## config.mk

```make
export PLATFORM = sky130hd
export DESIGN_NAME = polled_bus_arbiter
export DESIGN_NICKNAME = d
export VERILOG_FILES = /design/src/rtl/poll_arb_pkg.sv /design/src/rtl/poll_counter.sv /design/src/rtl/dev_match.sv /design/src/rtl/owner_reg.sv /design/src/rtl/polled_bus_arbiter.sv
export SDC_FILE = /design/constraint.sdc
export NUM_CORES = 1
export LEC_CHECK = 0
export BUFFER_PORTS_ARGS = -buffer_cell sky130_fd_sc_hd__buf_2
export CAP_MARGIN = 0
export CORE_MARGIN = 3
export CORE_UTILIZATION = 44
export DETAILED_ROUTE_END_ITERATION = 16
export GPL_TIMING_DRIVEN = 1
export MAX_ROUTING_LAYER = met4
export PLACE_DENSITY_LB_ADDON = 0.3
export SLEW_MARGIN = 10
export SYNTH_ARGS = -nofsm -noshare
export SYNTH_HDL_FRONTEND = slang
export SYNTH_HIERARCHICAL = 1
export SYNTH_SLANG_ARGS = --single-unit
```

## constraint.sdc

```tcl
create_clock -name clk_i -period 2.5 [get_ports clk_i]
set_input_delay 0.5 -clock clk_i [delete_from_list [all_inputs] [get_ports clk_i]]
set_output_delay 0.5 -clock clk_i [all_outputs]
set_load 0.05 [all_outputs]
```

## src/rtl/poll_arb_pkg.sv

```systemverilog
package poll_arb_pkg;
  function automatic int unsigned wrap_next(int unsigned cur, int unsigned n);
    return (cur >= n) ? 1 : cur + 1;
  endfunction
endpackage

```

## src/rtl/poll_counter.sv

```systemverilog
module poll_counter
  import poll_arb_pkg::*;
#(
  parameter int N_DEV = 8,
  parameter int ID_W  = $clog2(N_DEV + 1)
) (
  input  logic            clk_i,
  input  logic            rst_ni,
  input  logic            step_i,
  input  logic            hit_i,
  input  logic            release_i,
  input  logic            resume_i,
  output logic [ID_W-1:0] poll_o
);
  localparam logic [ID_W-1:0] FIRST = ID_W'(1);

  logic [ID_W-1:0] poll_q, poll_nxt;

  assign poll_nxt = ID_W'(wrap_next(int'(poll_q), N_DEV));

  always_ff @(posedge clk_i or negedge rst_ni) begin
    if (!rst_ni)                poll_q <= FIRST;
    else if (release_i)         poll_q <= resume_i ? poll_nxt : FIRST;
    else if (step_i && !hit_i)  poll_q <= poll_nxt;
  end

  assign poll_o = poll_q;

  a_r3_in_range: assert property (@(posedge clk_i) disable iff (!rst_ni)
    (poll_q >= FIRST) && (poll_q <= ID_W'(N_DEV)));

  a_r3_step: assert property (@(posedge clk_i) disable iff (!rst_ni)
    (step_i && !hit_i && !release_i) |=>
      (poll_q == (($past(poll_q) == ID_W'(N_DEV)) ? FIRST : $past(poll_q) + FIRST)));

  a_r4_freeze: assert property (@(posedge clk_i) disable iff (!rst_ni)
    (hit_i && !release_i) |=> $stable(poll_q));

  a_r7_restart: assert property (@(posedge clk_i) disable iff (!rst_ni)
    (release_i && !resume_i) |=> (poll_q == FIRST));
endmodule

```

## src/rtl/dev_match.sv

```systemverilog
module dev_match #(
  parameter int N_DEV = 8,
  parameter int ID_W  = $clog2(N_DEV + 1)
) (
  input  logic             en_i,
  input  logic [N_DEV-1:0] req_i,
  input  logic [ID_W-1:0]  poll_i,
  output logic [N_DEV-1:0] match_o
);
  // one comparator per device, device k carries number k+1
  for (genvar k = 0; k < N_DEV; k++) begin : g_cmp
    assign match_o[k] = en_i && req_i[k] && (poll_i == ID_W'(k + 1));
  end
endmodule

```

## src/rtl/owner_reg.sv

```systemverilog
module owner_reg #(
  parameter int N_DEV = 8
) (
  input  logic             clk_i,
  input  logic             rst_ni,
  input  logic [N_DEV-1:0] match_i,
  input  logic [N_DEV-1:0] done_i,
  output logic [N_DEV-1:0] owner_o,
  output logic             release_o
);
  logic [N_DEV-1:0] owner_q;

  assign release_o = |(owner_q & done_i);

  always_ff @(posedge clk_i or negedge rst_ni) begin
    if (!rst_ni)                       owner_q <= '0;
    else if (release_o)                owner_q <= '0;
    else if (owner_q == '0 && |match_i) owner_q <= match_i;
  end

  assign owner_o = owner_q;

  a_r10_owner_onehot: assert property (@(posedge clk_i) disable iff (!rst_ni)
    $onehot0(owner_q));

  a_r5_hold: assert property (@(posedge clk_i) disable iff (!rst_ni)
    ((owner_q != '0) && !release_o) |=> $stable(owner_q));

  a_r6_foreign_done: assert property (@(posedge clk_i) disable iff (!rst_ni)
    ((owner_q != '0) && ((done_i & owner_q) == '0)) |=> (owner_q == $past(owner_q)));
endmodule

```

## src/rtl/polled_bus_arbiter.sv

```systemverilog
module polled_bus_arbiter #(
  parameter int N_DEV = 8,
  parameter int ID_W  = $clog2(N_DEV + 1)
) (
  input  logic             clk_i,
  input  logic             rst_ni,
  input  logic [N_DEV-1:0] req_i,
  input  logic [N_DEV-1:0] done_i,
  input  logic             resume_i,
  output logic             req_line_o,
  output logic [ID_W-1:0]  poll_o,
  output logic             busy_o,
  output logic [N_DEV-1:0] grant_o
);
  logic [N_DEV-1:0] match, owner;
  logic             owned, polling, hit, rel;

  assign req_line_o = |req_i;
  assign owned      = |owner;
  assign polling    = req_line_o && !owned;
  assign hit        = |match;

  dev_match #(.N_DEV(N_DEV), .ID_W(ID_W)) u_match (
    .en_i    (polling),
    .req_i   (req_i),
    .poll_i  (poll_o),
    .match_o (match)
  );

  poll_counter #(.N_DEV(N_DEV), .ID_W(ID_W)) u_cnt (
    .clk_i     (clk_i),
    .rst_ni    (rst_ni),
    .step_i    (polling),
    .hit_i     (hit),
    .release_i (rel),
    .resume_i  (resume_i),
    .poll_o    (poll_o)
  );

  owner_reg #(.N_DEV(N_DEV)) u_own (
    .clk_i     (clk_i),
    .rst_ni    (rst_ni),
    .match_i   (match),
    .done_i    (done_i),
    .owner_o   (owner),
    .release_o (rel)
  );

  // busy rises in the match cycle so the poll value never passes the winner
  assign busy_o  = owned || hit;
  assign grant_o = owner | match;

  a_r10_grant_onehot: assert property (@(posedge clk_i) disable iff (!rst_ni)
    $onehot0(grant_o));

  a_r8_idle: assert property (@(posedge clk_i) disable iff (!rst_ni)
    (!req_line_o && !busy_o) |=> $stable(poll_o));

  a_r8_no_grant: assert property (@(posedge clk_i) disable iff (!rst_ni)
    (!req_line_o && !owned) |-> (grant_o == '0));

  a_r4_busy_grant: assert property (@(posedge clk_i) disable iff (!rst_ni)
    busy_o |-> (grant_o != '0));
endmodule

```

Yosys cells after proc, flatten, opt, wreduce, memory -nomap -nowiden --
Index checks and enable logic that the tools add are counted. W data, S select, Z words.
Storage, ports and cells: logic and storage cells 49, flip-flop bits (word level) 12, input bits 19, output and inout port bits 14
Cells by class: magnitude comparators 1, bitwise gates (word level) 2, reductions and logical operators 29, add/subtract/negate cells 1, multiplexer cells 6, equal/unequal tests 8
Operators with widths (number):
- $reduce_or A8 Y1 | 4
- $logic_and A1 B1 Y1 | 19
- $eq A4 B3 Y1 const B | 4
- $mux W4 | 4
- $mux W8 | 2
- $and A8 B8 Y8 | 1
- $eq A4 B2 Y1 const B | 2
- $logic_not A8 Y1 | 1
- $or A8 B8 Y8 | 1
- $add A4 B1 Y4 const B | 1
- $eq A4 B1 Y1 const B | 1
- $eq A4 B4 Y1 const B | 1
- $ge A4 B4 Y1 const B | 1
- $reduce_bool A2 Y1 | 2
- $logic_not A1 Y1 | 2
- $logic_or A1 B1 Y1 | 1

Logic depth before layout (Yosys ltp) --
Gate-level depths: netlist of run 1.
word-level depth 10, mapped depth 9, mapped depth without buffers 9

Cells and area by module --
Netlist of run 1, hierarchy kept.
Modules (own cells, without submodules):
- owner_reg | seq. area each 200.2 um^2, area each 446.7 um^2, times used 1, cells an instance 42
- poll_counter | seq. area each 101.3 um^2, area each 259.0 um^2, times used 1, cells an instance 25
- polled_bus_arbiter | seq. area each 0.0 um^2, area each 120.1 um^2, times used 1, cells an instance 18
- dev_match | seq. area each 0.0 um^2, area each 103.8 um^2, times used 1, cells an instance 15

Least setup slack after synthesis of run 1 --
Ideal clock, no wire load.
path type reg-to-output, from reg u_own.owner_q[1] (netlist: u_own/owner_o[1]), to out busy_o, data arrival time 2.284 ns, buffers on the path 0, cell stages (with the launch flop) 7, path slack -0.284 ns, data required time 2.000 ns, cell sequence dfrtp_1 > or4_4 > a211oi_1 > nand2b_1 > nor4_1 > nor4_1 > nand4bb_1
Between the ends: longest elaborated chain between the ends 7, elaborated cells on any way between the ends 21, classes of those cells 21 x reduce/logical
RTL lines:
- start: declaration | line owner_reg.sv:11 | logic [N_DEV-1:0] owner_q;
- start signal: assignment | line owner_reg.sv:18 | else if (owner_q == '0 && |match_i) owner_q <= match_i;
- $reduce_or A8 Y1 | line polled_bus_arbiter.sv:19 | assign owned = |owner;
- $logic_not A1 Y1 | line polled_bus_arbiter.sv:20 | assign polling = req_line_o && !owned;
- $logic_and A1 B1 Y1 | line polled_bus_arbiter.sv:20
- net polling | line polled_bus_arbiter.sv:16 | logic owned, polling, hit, rel;
- $logic_and A1 B1 Y1 (2 in a row) | line dev_match.sv:12 | assign match_o[k] = en_i && req_i[k] && (poll_i == ID_W'(k + 1));
- net match[7] | line polled_bus_arbiter.sv:15 | logic [N_DEV-1:0] match, owner;
- $reduce_or A8 Y1 | line polled_bus_arbiter.sv:21 | assign hit = |match;
- $logic_or A1 B1 Y1 | line polled_bus_arbiter.sv:50 | assign busy_o = owned || hit;
- end: declaration | line polled_bus_arbiter.sv:12 | output logic busy_o,
The timed path passes the listed nets, and every way through them passes these cells.

Final worst setup path of run 1 --
from reg u_own.owner_q[2] (netlist: u_own/owner_o[2]), to out busy_o
Same word-level chain as after synthesis.

==> flow_metrics.py, run 1 <==
metrics = {
    "outcome": {
        "status": "finished with violations",
        "failed_checks": "negative setup slack",
    },
    "finish": {
        "fill_cells": 136,
        "ff_latch_area_um2": 302,
        "n_antenna_cell": 0,
        "syn2layout_area_growth_pct": 63.9,
        "multi_input_area_um2": 691,
        "final_common_cell": "buf_4",
        "share_of_final_layout_standard_cells_stronger_than_drive_strength_1_pct": 53.4,
        "final_area_um2": 1520,
        "nNetsFinal": 183,
        "layout_utilization_pct": 76.9,
        "final-instance-count-excl-fill": 188,
        "most_frequent_cells_in_the_layout": "buf_4, buf_2, inv_1",
    },
    "logic_synthesis": {
        "ys_warn_count": 6,
        "synth_sequential_area_ratio_pct": 32.4,
        "post_synth_edffs": 0,
        "mappedNetlistNets": 121,
        "synthesis.area_per_instance_um2": 9.30,
        "post_synth_num_cell_types": 31,
        "yosys_register_bits": 12,
        "async_reset_ff_share_pct": 100,
        "syn_std_cell_area_um2": 930,
        "syn-instance-count": 100,
        "yosys_most_used_dff": "dfrtp_1",
    },
    "setup_path": {
        "critical_path_peak_fanout": 4,
        "timing.setup.critical_path_class": "reg2out",
        "worstSetupEndpointType": "output port",
        "setup.worst_path.start": "u_own/owner_o[2]",
        "rr_worst_depth": 11,
        "critPathRequiredTime_ns": 2.00,
        "r2r_slack_ns": -0.04,
        "worstReg2RegStart": "u_own/owner_o[2]",
        "cp_data_arrival_time_ns": 2.39,
        "worstSetupEndpoint": "busy_o",
        "worstSetupStartpointType": "flip-flop",
        "r2r-end": "u_cnt/poll_o[1]",
    },
    "placed_design": {
        "postPlaceCellArea_um2": 1360,
        "hpwl_dp_um": 2290,
        "dp_slack_ns": -0.362,
        "place_inst": 182,
        "routabilityCongestion": 0.870,
        "buffer_ports.inserted": 32,
    },
    "sta": {
        "max-slew-margin-rel_pct": 72.2,
        "max_slew.worst_pin.slew_ns": 0.416,
        "timing.final.setup_violations": 13,
        "fmax_mhz": 346,
        "unrepaired_setup_endpoints_after_global_routing": "yes",
        "period_minus_slack_ns": 2.89,
        "maxSlewViolCount": 0,
        "skew_ns": 0.0129,
        "layout_setup_ws_ns": -0.391,
        "layout_worst_path_cycle_share_pct": 116,
        "finalHoldViolations": 0,
    },
    "min_path": {
        "hp-class": "in2async",
    },
    "clocking": {
        "cts-buffers-inserted": 3,
        "cts_sinks": 12,
        "tritoncts": "done",
        "clk_pin_slew_worst_paths_ns": 0.08,
        "holdBufCountCts": 0,
        "htree_levels": 1,
        "clock_tree.buffer_depth": 2,
        "root_buffer": "clkbuf_4",
        "worst_skew_pair.late_latency_ns": 0.27,
    },
    "power": {
        "power-per-cell-area_nw_per_um2": 1680,
        "cellLeakagePower_nw": 0.719,
        "ir_drop_uv": 1270,
    },
    "global_route": {
        "grt.overflow.total": 0,
        "maximum_number_of_pins_on_one_net_before_global_route_repair": 13,
        "grtUsageTotal_pct": 26.2,
        "grt_first_pass_wirelength_um": 5160,
        "grt_antenna_before_repair": 0,
        "grt_pass1_vias": 1136,
    },
    "floorplan": {
        "row_count": 16,
        "fp.dieH_um": 52.0,
        "fp.dieW_um": 52.0,
        "core_region_area_um2": 1980,
        "floorplan.die_area_um2": 2700,
        "num_io_pins": 33,
        "initial_core_util_pct": 46.9,
    },
    "routing": {
        "ant_nets": 0,
        "route.detailed.vias_per_inst": 5.77,
        "route.detailed.drc": 0,
        "vias": 1085,
        "drt-initial-drc-count": 21,
        "detailed_route_wire_length_um": 3040,
        "routedWlPerCell_um": 16.1,
        "first_pass_iters": 4,
    },
    "run": {
        "cap_viol_max_count": 0,
    },
}
==> per-layer routing <==
layer	vias up	global-route usage, %	wire (um)
met3	4	2.87	151
met2	36	45.4	1580
met1	533	29.5	1270
li1	512	-	-
met4	0	13.5	34
met5	-	-	0
==> worst min path at each step <==
stage	start	endpoint	slack (ns)
after floorplan	rst_ni	u_cnt/poll_o[1]	0.20
after global placement	rst_ni	u_own/owner_o[1]	0.39
after detailed placement	rst_ni	u_own/owner_o[1]	0.39
after CTS	rst_ni	u_own/owner_o[1]	0.09
after global routing	rst_ni	u_cnt/poll_o[2]	0.1
final	rst_ni	u_own/owner_o[6]	0.09
==> cell type report <==
cell class / count / area share, %
timing repair buffer: 57 / 27.5
multi-input combinational: 74 / 45.3
clock buffer: 4 / 1.72
inverter: 14 / 3.45
sequential: 12 / 19.8
tap: 27 / 2.22
==> state kept, by name (all words and copies together), names as in the netlist <==
| register | count |
|---|---|
| u_own/owner_o | 8 |
| u_cnt/poll_o | 4 |
==> stage by stage <==
| step | total power, mW | setup TNS, ns | hold slack [ns] |
|---|---|---|---|
| finish | 2.56 | -3.10 | 0.0880 |
| global route | 2.72 | -4.61 | 0.0988 |
| CTS | 2.50 | -3.06 | 0.0891 |
| detailed placement | 2.04 | -2.36 | 0.391 |
| global placement | 1.99 | -1.67 | 0.389 |
| floorplan | 1.58 | -0.326 | 0.204 |
==> critical path: stages, from the launching register on <==
cell and delay [ns]:
dfrtp_1 0.37, or4_4 0.57, a211oi_4 0.25, and3b_2 0.25
and4_4 0.25, nor4_2 0.06, buf_4 0.14, nand4bb_4 0.09
buf_8 0.15
==> logic make-up after synthesis <==
logic type / after synthesis / synth area share [%]
buffers and inverters: 14 / 5.65
adder cells (fa/ha/maj): 2 / 2.69
flip-flops: 12 / 32.4
AND/OR/NAND/NOR: 44 / 31.6
AO/OA/AOI/OAI: 28 / 27.6
==> synth_stat cells (2+ instances only) <==
| cell type | n | share of area, % |
|---|---|---|
| nor2_1 | 3 | 1.2 |
| a32o_1 | 9 | 9.7 |
| a22oi_1 | 5 | 4.0 |
| or2_1 | 3 | 2.0 |
| nand2_1 | 7 | 2.8 |
| or4_1 | 2 | 1.6 |
| dfrtp_1 | 11 | 30 |
| and4_1 | 2 | 1.9 |
| and2_1 | 2 | 1.3 |
| ha_1 | 2 | 2.7 |
| or2_2 | 5 | 3.4 |
| nor4_1 | 5 | 3.4 |
| inv_1 | 14 | 5.7 |
| or4_4 | 2 | 2.4 |
| a211oi_1 | 9 | 7.3 |
| and3_1 | 3 | 2.0 |
| nand4bb_1 | 2 | 2.4 |
==> power breakdown <==
part	internal, mW	switching, mW
Sequential	0.268	0.0952
Combinational	0.940	1.14
Clock	0.0617	0.0610
==> timing repair <==
item | CTS | global route
pin swaps | 12 | 1
setup endpoints to repair | 13 | 13
resized for setup | 32 | 2
buffers inserted | 2 | 0
hold endpoints to repair | 0 | 0
Power figures use the tool's default switching activity.
==> inputs of run 2 (changes only) <==
--- a/config.mk
+++ b/config.mk
@@ -12,7 +12,7 @@
 export DETAILED_ROUTE_END_ITERATION = 16
 export GPL_TIMING_DRIVEN = 1
 export MAX_ROUTING_LAYER = met4
-export PLACE_DENSITY_LB_ADDON = 0.3
+export PLACE_DENSITY = 0.71
 export SLEW_MARGIN = 10
 export SYNTH_ARGS = -nofsm -noshare
 export SYNTH_HDL_FRONTEND = slang
==> flow_metrics.py, run 2 (synthesis results as in run 1) <==
metrics = {
    "outcome": {
        "status": "finished with violations",
        "failed_checks": "negative setup slack",
    },
    "setup_path": {
        "path_cells": "or4_4, a211oi_4, and3b_2, and4b_2, nor4_2, buf_4, nand4bb_4, buf_8",
        "timing.setup.critical_path_class": "reg2out",
        "worstSetupStartpointType": "flip-flop",
        "max_stage_delay_ns": 0.58,
        "critPathRequiredTime_ns": 2.00,
        "critical_path_peak_fanout": 4,
        "slowest_stage": "or4_4",
        "worstSetupEndpointType": "output port",
        "cp_data_arrival_time_ns": 2.52,
    },
    "floorplan": {
        "row_count": 16,
        "core_region_area_um2": 1980,
        "fp.dieW_um": 52.0,
        "floorplan.die_area_um2": 2700,
        "initial_core_util_pct": 46.9,
        "fp.dieH_um": 52.0,
        "num_io_pins": 33,
    },
    "min_path": {
        "hp-class": "in2async",
    },
    "routing": {
        "route.detailed.drc": 0,
        "met2RoutedLength_um": 1800,
        "drt-initial-drc-count": 25,
        "routed.top_layer": "met4",
        "detailed_route_wire_length_um": 3570,
        "routedWlPerCell_um": 18.5,
        "ant_nets": 0,
        "first_pass_iters": 4,
        "detailroute.wirelength.met3_um": 190,
        "route.detailed.vias_per_inst": 5.88,
        "vias": 1135,
        "drt-met1-wl_um": 1460,
    },
    "sta": {
        "timing.final.setup_violations": 13,
        "period_minus_slack_ns": 3.02,
        "maxSlewViolCount": 0,
        "max-slew-margin-rel_pct": 76.9,
        "layout_setup_ws_ns": -0.520,
        "layout_worst_path_cycle_share_pct": 121,
        "unrepaired_setup_endpoints_after_global_routing": "yes",
        "max_slew.worst_pin.slew_ns": 0.347,
        "hold-worst-slack_ns": 0.0841,
        "fmax_mhz": 331,
        "finalHoldViolations": 0,
        "skew_ns": 0.0100,
    },
    "finish": {
        "nNetsFinal": 188,
        "n_antenna_cell": 0,
        "final-instance-count-excl-fill": 193,
        "largest_register_ff_count": 8,
        "share_of_final_layout_standard_cells_stronger_than_drive_strength_1_pct": 59.0,
        "syn2layout_area_growth_pct": 77.0,
        "fill_cells": 113,
        "final_common_cell": "buf_4",
        "final_area_um2": 1650,
        "most_frequent_cells_in_the_layout": "buf_4, buf_2, inv_1",
    },
    "clocking": {
        "tritoncts": "done",
        "clk_pin_slew_worst_paths_ns": 0.08,
        "clock_tree.buffer_depth": 2,
        "htree_levels": 1,
        "worst_skew_pair.late_latency_ns": 0.28,
        "cts-buffers-inserted": 3,
        "root_buffer": "clkbuf_4",
        "cts_sinks": 12,
    },
    "placed_design": {
        "postPlaceCellArea_um2": 1370,
        "buffer_ports.inserted": 32,
        "hpwl_dp_um": 2400,
        "routabilityCongestion": 0.851,
        "place_inst": 183,
    },
    "global_route": {
        "grt_first_pass_wirelength_um": 5180,
        "maximum_number_of_pins_on_one_net_before_global_route_repair": 13,
        "grt_pass1_vias": 1089,
        "grt.overflow.total": 0,
        "grtUsageTotal_pct": 26.5,
        "grt_antenna_before_repair": 0,
    },
    "run": {
        "cap_viol_max_count": 0,
    },
}
run 2: metrics by stage:
stage	TNS (ns)	util, %	worst slack [ns]
after floorplan	-0.326	-	-0.136
after global placement	-1.73	68.9	-0.261
after detailed placement	-2.87	68.9	-0.373
after CTS	-3.44	77.9	-0.450
after global routing	-4.88	83.0	-0.547
final	-4.13	83.0	-0.520
run 2: routing by layer:
layer,GRT usage (%),up-vias
met2,41.8,55
met3,3.72,14
met4,14.4,0
met5,-,-
met1,32.6,545
li1,-,521
run 2: what timing repair did:
item	CTS	global route
gates cloned	0	0
endpoints found under the hold margin	0	0
buffers inserted	2	4
pin swaps	11	13
endpoints found under the setup margin	13	13
hold buffers	0	0
resized for setup	36	18
run 2: critical path: cells and delay by family, from the launching register on:
kind | cells | cell delay [ns]
flip-flops | 1 | 0.39
buffers and inverters | 2 | 0.29
AO/OA/AOI/OAI | 1 | 0.27
AND/OR/NAND/NOR | 5 | 1.29
run 2: final timing paths:
check                                    to        startpoint  slack, ns  cells past startpoint
max                                  busy_o  u_own/owner_o[1]      -0.52                      8
min                        u_own/owner_o[0]            rst_ni       0.08                      1
max reg2reg                 u_cnt/poll_o[1]  u_own/owner_o[1]      -0.12                     12
min reg2reg                 u_cnt/poll_o[0]   u_cnt/poll_o[0]       0.64                      2
max in group asynchronous   u_cnt/poll_o[0]            rst_ni       2.13                      1
min in group clk_i          u_cnt/poll_o[0]   u_cnt/poll_o[0]       0.64                      2
run 2: cell type report:
type,count,area (um^2),area share (%)
well taps,27,33.8,2.05
inverters,14,52.6,3.19
multi-input cells,74,749,45.6
repair buffers,62,482,29.3
clock buffers,4,26.3,1.60
flip-flops and latches,12,302,18.3
Power of run 2 is left out: the tool's default activity adds up to more than one toggle a clock period on the data nets, which glitch-free logic cannot reach.
==> inputs of run 3 (changes only) <==
--- a/config.mk
+++ b/config.mk
@@ -7,12 +7,14 @@
 export LEC_CHECK = 0
 export BUFFER_PORTS_ARGS = -buffer_cell sky130_fd_sc_hd__buf_2
 export CAP_MARGIN = 0
+export CELL_PAD_IN_SITES_DETAIL_PLACEMENT = 1
+export CELL_PAD_IN_SITES_GLOBAL_PLACEMENT = 2
 export CORE_MARGIN = 3
-export CORE_UTILIZATION = 44
+export CORE_UTILIZATION = 25
 export DETAILED_ROUTE_END_ITERATION = 16
 export GPL_TIMING_DRIVEN = 1
 export MAX_ROUTING_LAYER = met4
-export PLACE_DENSITY = 0.71
+export PLACE_DENSITY = 0.69
 export SLEW_MARGIN = 10
 export SYNTH_ARGS = -nofsm -noshare
 export SYNTH_HDL_FRONTEND = slang
==> flow_metrics.py, run 3 (synthesis results as in run 1) <==
metrics = {
    "routing": {
        "vias": 1078,
        "route.detailed.vias_per_inst": 5.06,
        "drt-initial-drc-count": 49,
        "detailed_route_wire_length_um": 3530,
        "route.detailed.drc": 0,
        "first_pass_iters": 4,
        "routedWlPerCell_um": 16.6,
        "ant_nets": 0,
    },
    "clocking": {
        "cts-buffers-inserted": 3,
        "root_buffer": "clkbuf_8",
        "htree_levels": 1,
        "cts_sinks": 12,
        "tritoncts": "done",
        "clk_pin_slew_worst_paths_ns": 0.05,
        "holdBufCountCts": 0,
        "clock_tree.buffer_depth": 2,
        "worst_skew_pair.late_latency_ns": 0.24,
    },
    "global_route": {
        "grt_pass1_vias": 1165,
        "maximum_number_of_pins_on_one_net_before_global_route_repair": 13,
        "grt_first_pass_wirelength_um": 5760,
        "grtUsageTotal_pct": 17.3,
        "grt.overflow.total": 0,
        "grt_antenna_before_repair": 0,
    },
    "sta": {
        "period_minus_slack_ns": 2.91,
        "finalHoldViolations": 0,
        "skew_ns": 0.00454,
        "max-slew-margin-rel_pct": 74.5,
        "layout_worst_path_cycle_share_pct": 116,
        "unrepaired_setup_endpoints_after_global_routing": "yes",
        "fmax_mhz": 343,
        "maxSlewViolCount": 0,
        "layout_setup_ws_ns": -0.411,
        "max_slew.worst_pin.slew_ns": 0.380,
        "timing.final.setup_violations": 13,
    },
    "finish": {
        "layout_utilization_pct": 49.5,
        "nNetsFinal": 189,
        "final_common_cell": "buf_4",
        "syn2layout_area_growth_pct": 84.8,
        "share_of_final_layout_standard_cells_stronger_than_drive_strength_1_pct": 58.1,
        "most_frequent_cells_in_the_layout": "buf_4, buf_2, inv_1",
        "largest_register_ff_count": 8,
        "final_area_um2": 1720,
        "n_antenna_cell": 0,
    },
    "floorplan": {
        "fp.dieH_um": 67.0,
        "row_count": 21,
        "core_region_area_um2": 3470,
        "num_io_pins": 33,
        "initial_core_util_pct": 26.8,
        "floorplan.die_area_um2": 4490,
        "fp.dieW_um": 67.0,
    },
    "setup_path": {
        "worstSetupEndpointType": "output port",
        "critical_path_peak_fanout": 4,
        "cp_data_arrival_time_ns": 2.41,
        "worstReg2RegStart": "u_own/owner_o[5]",
        "worstSetupStartpointType": "flip-flop",
        "setup.worst_path.start": "u_own/owner_o[5]",
        "timing.setup.critical_path_class": "reg2out",
        "rr_worst_depth": 12,
        "worstSetupEndpoint": "busy_o",
        "critPathRequiredTime_ns": 2.00,
        "r2r_slack_ns": -0.18,
        "r2r-end": "u_cnt/poll_o[1]",
    },
    "power": {
        "ir_drop_uv": 612,
        "total_power_mw": 3.05,
        "power-per-cell-area_nw_per_um2": 1770,
        "cellLeakagePower_nw": 0.780,
    },
    "placed_design": {
        "postPlaceCellArea_um2": 1410,
        "routabilityCongestion": 0.814,
        "dp_slack_ns": -0.404,
        "buffer_ports.inserted": 32,
        "hpwl_dp_um": 2800,
    },
    "outcome": {
        "status": "finished with violations",
        "failed_checks": "negative setup slack",
    },
    "run": {
        "cap_viol_max_count": 0,
    },
    "min_path": {
        "hp-class": "in2async",
    },
}
[run 3: repair_timing]
action | 4_1_cts | 5_1_grt
resized for setup | 47 | 11
pin swaps | 18 | 14
setup endpoints to repair | 13 | 13
setup buffers | 4 | 3
gates cloned | 0 | 0
[run 3: report_power, final]
group / switching, mW / internal, mW / total [mW] / leakage [nW]
combinational: 1.30 / 1.20 / 2.51 / 0.593
clock: 0.0668 / 0.139 / 0.206 / 0.0288
sequential: 0.0659 / 0.269 / 0.335 / 0.159
total: 1.43 / 1.61 / 3.05 / 0.780
[run 3: area by class of cell]
class,instances,area (um^2)
fillers,428,1750
multi-input cells,74,738
repair buffers,63,513
flip-flops and latches,12,302
well taps,46,57.6
clock buffers,4,55.1
inverters,14,52.6
[run 3: critical path: stages, from the launching register on]
cell and delay [ns]:
dfrtp_1 0.38, or4_4 0.57, a211oi_4 0.27, and3b_2 0.25
and4b_1 0.26, nor4_2 0.07, buf_4 0.14, nand4bb_4 0.09
buf_8 0.15
[run 3: stage by stage]
stage | instances | hold WS (ns) | TNS, ns
floorplan | 100 | 0.204 | -0.326
global placement | 204 | 0.399 | -2.98
detailed placement | 204 | 0.398 | -3.28
CTS | 212 | 0.141 | -2.90
global route | 213 | 0.143 | -4.43
finish | 213 | 0.135 | -3.36
[run 3: worst min path at each step]
stage,from,end,cells after the start
finish,rst_ni,u_own/owner_o[2],1
global route,rst_ni,u_own/owner_o[2],1
CTS,rst_ni,u_own/owner_o[4],1
detailed placement,rst_ni,u_own/owner_o[7],1
global placement,rst_ni,u_own/owner_o[6],1
floorplan,rst_ni,u_cnt/poll_o[1],0
[run 3: per-layer routing]
metal  vias up  wire, um  GRT usage (%)
met2        18      1800           28.8
met4         0        23           2.28
met5         -         0              -
met3         4       121           3.37
li1        526         -              -
met1       530      1580           22.3
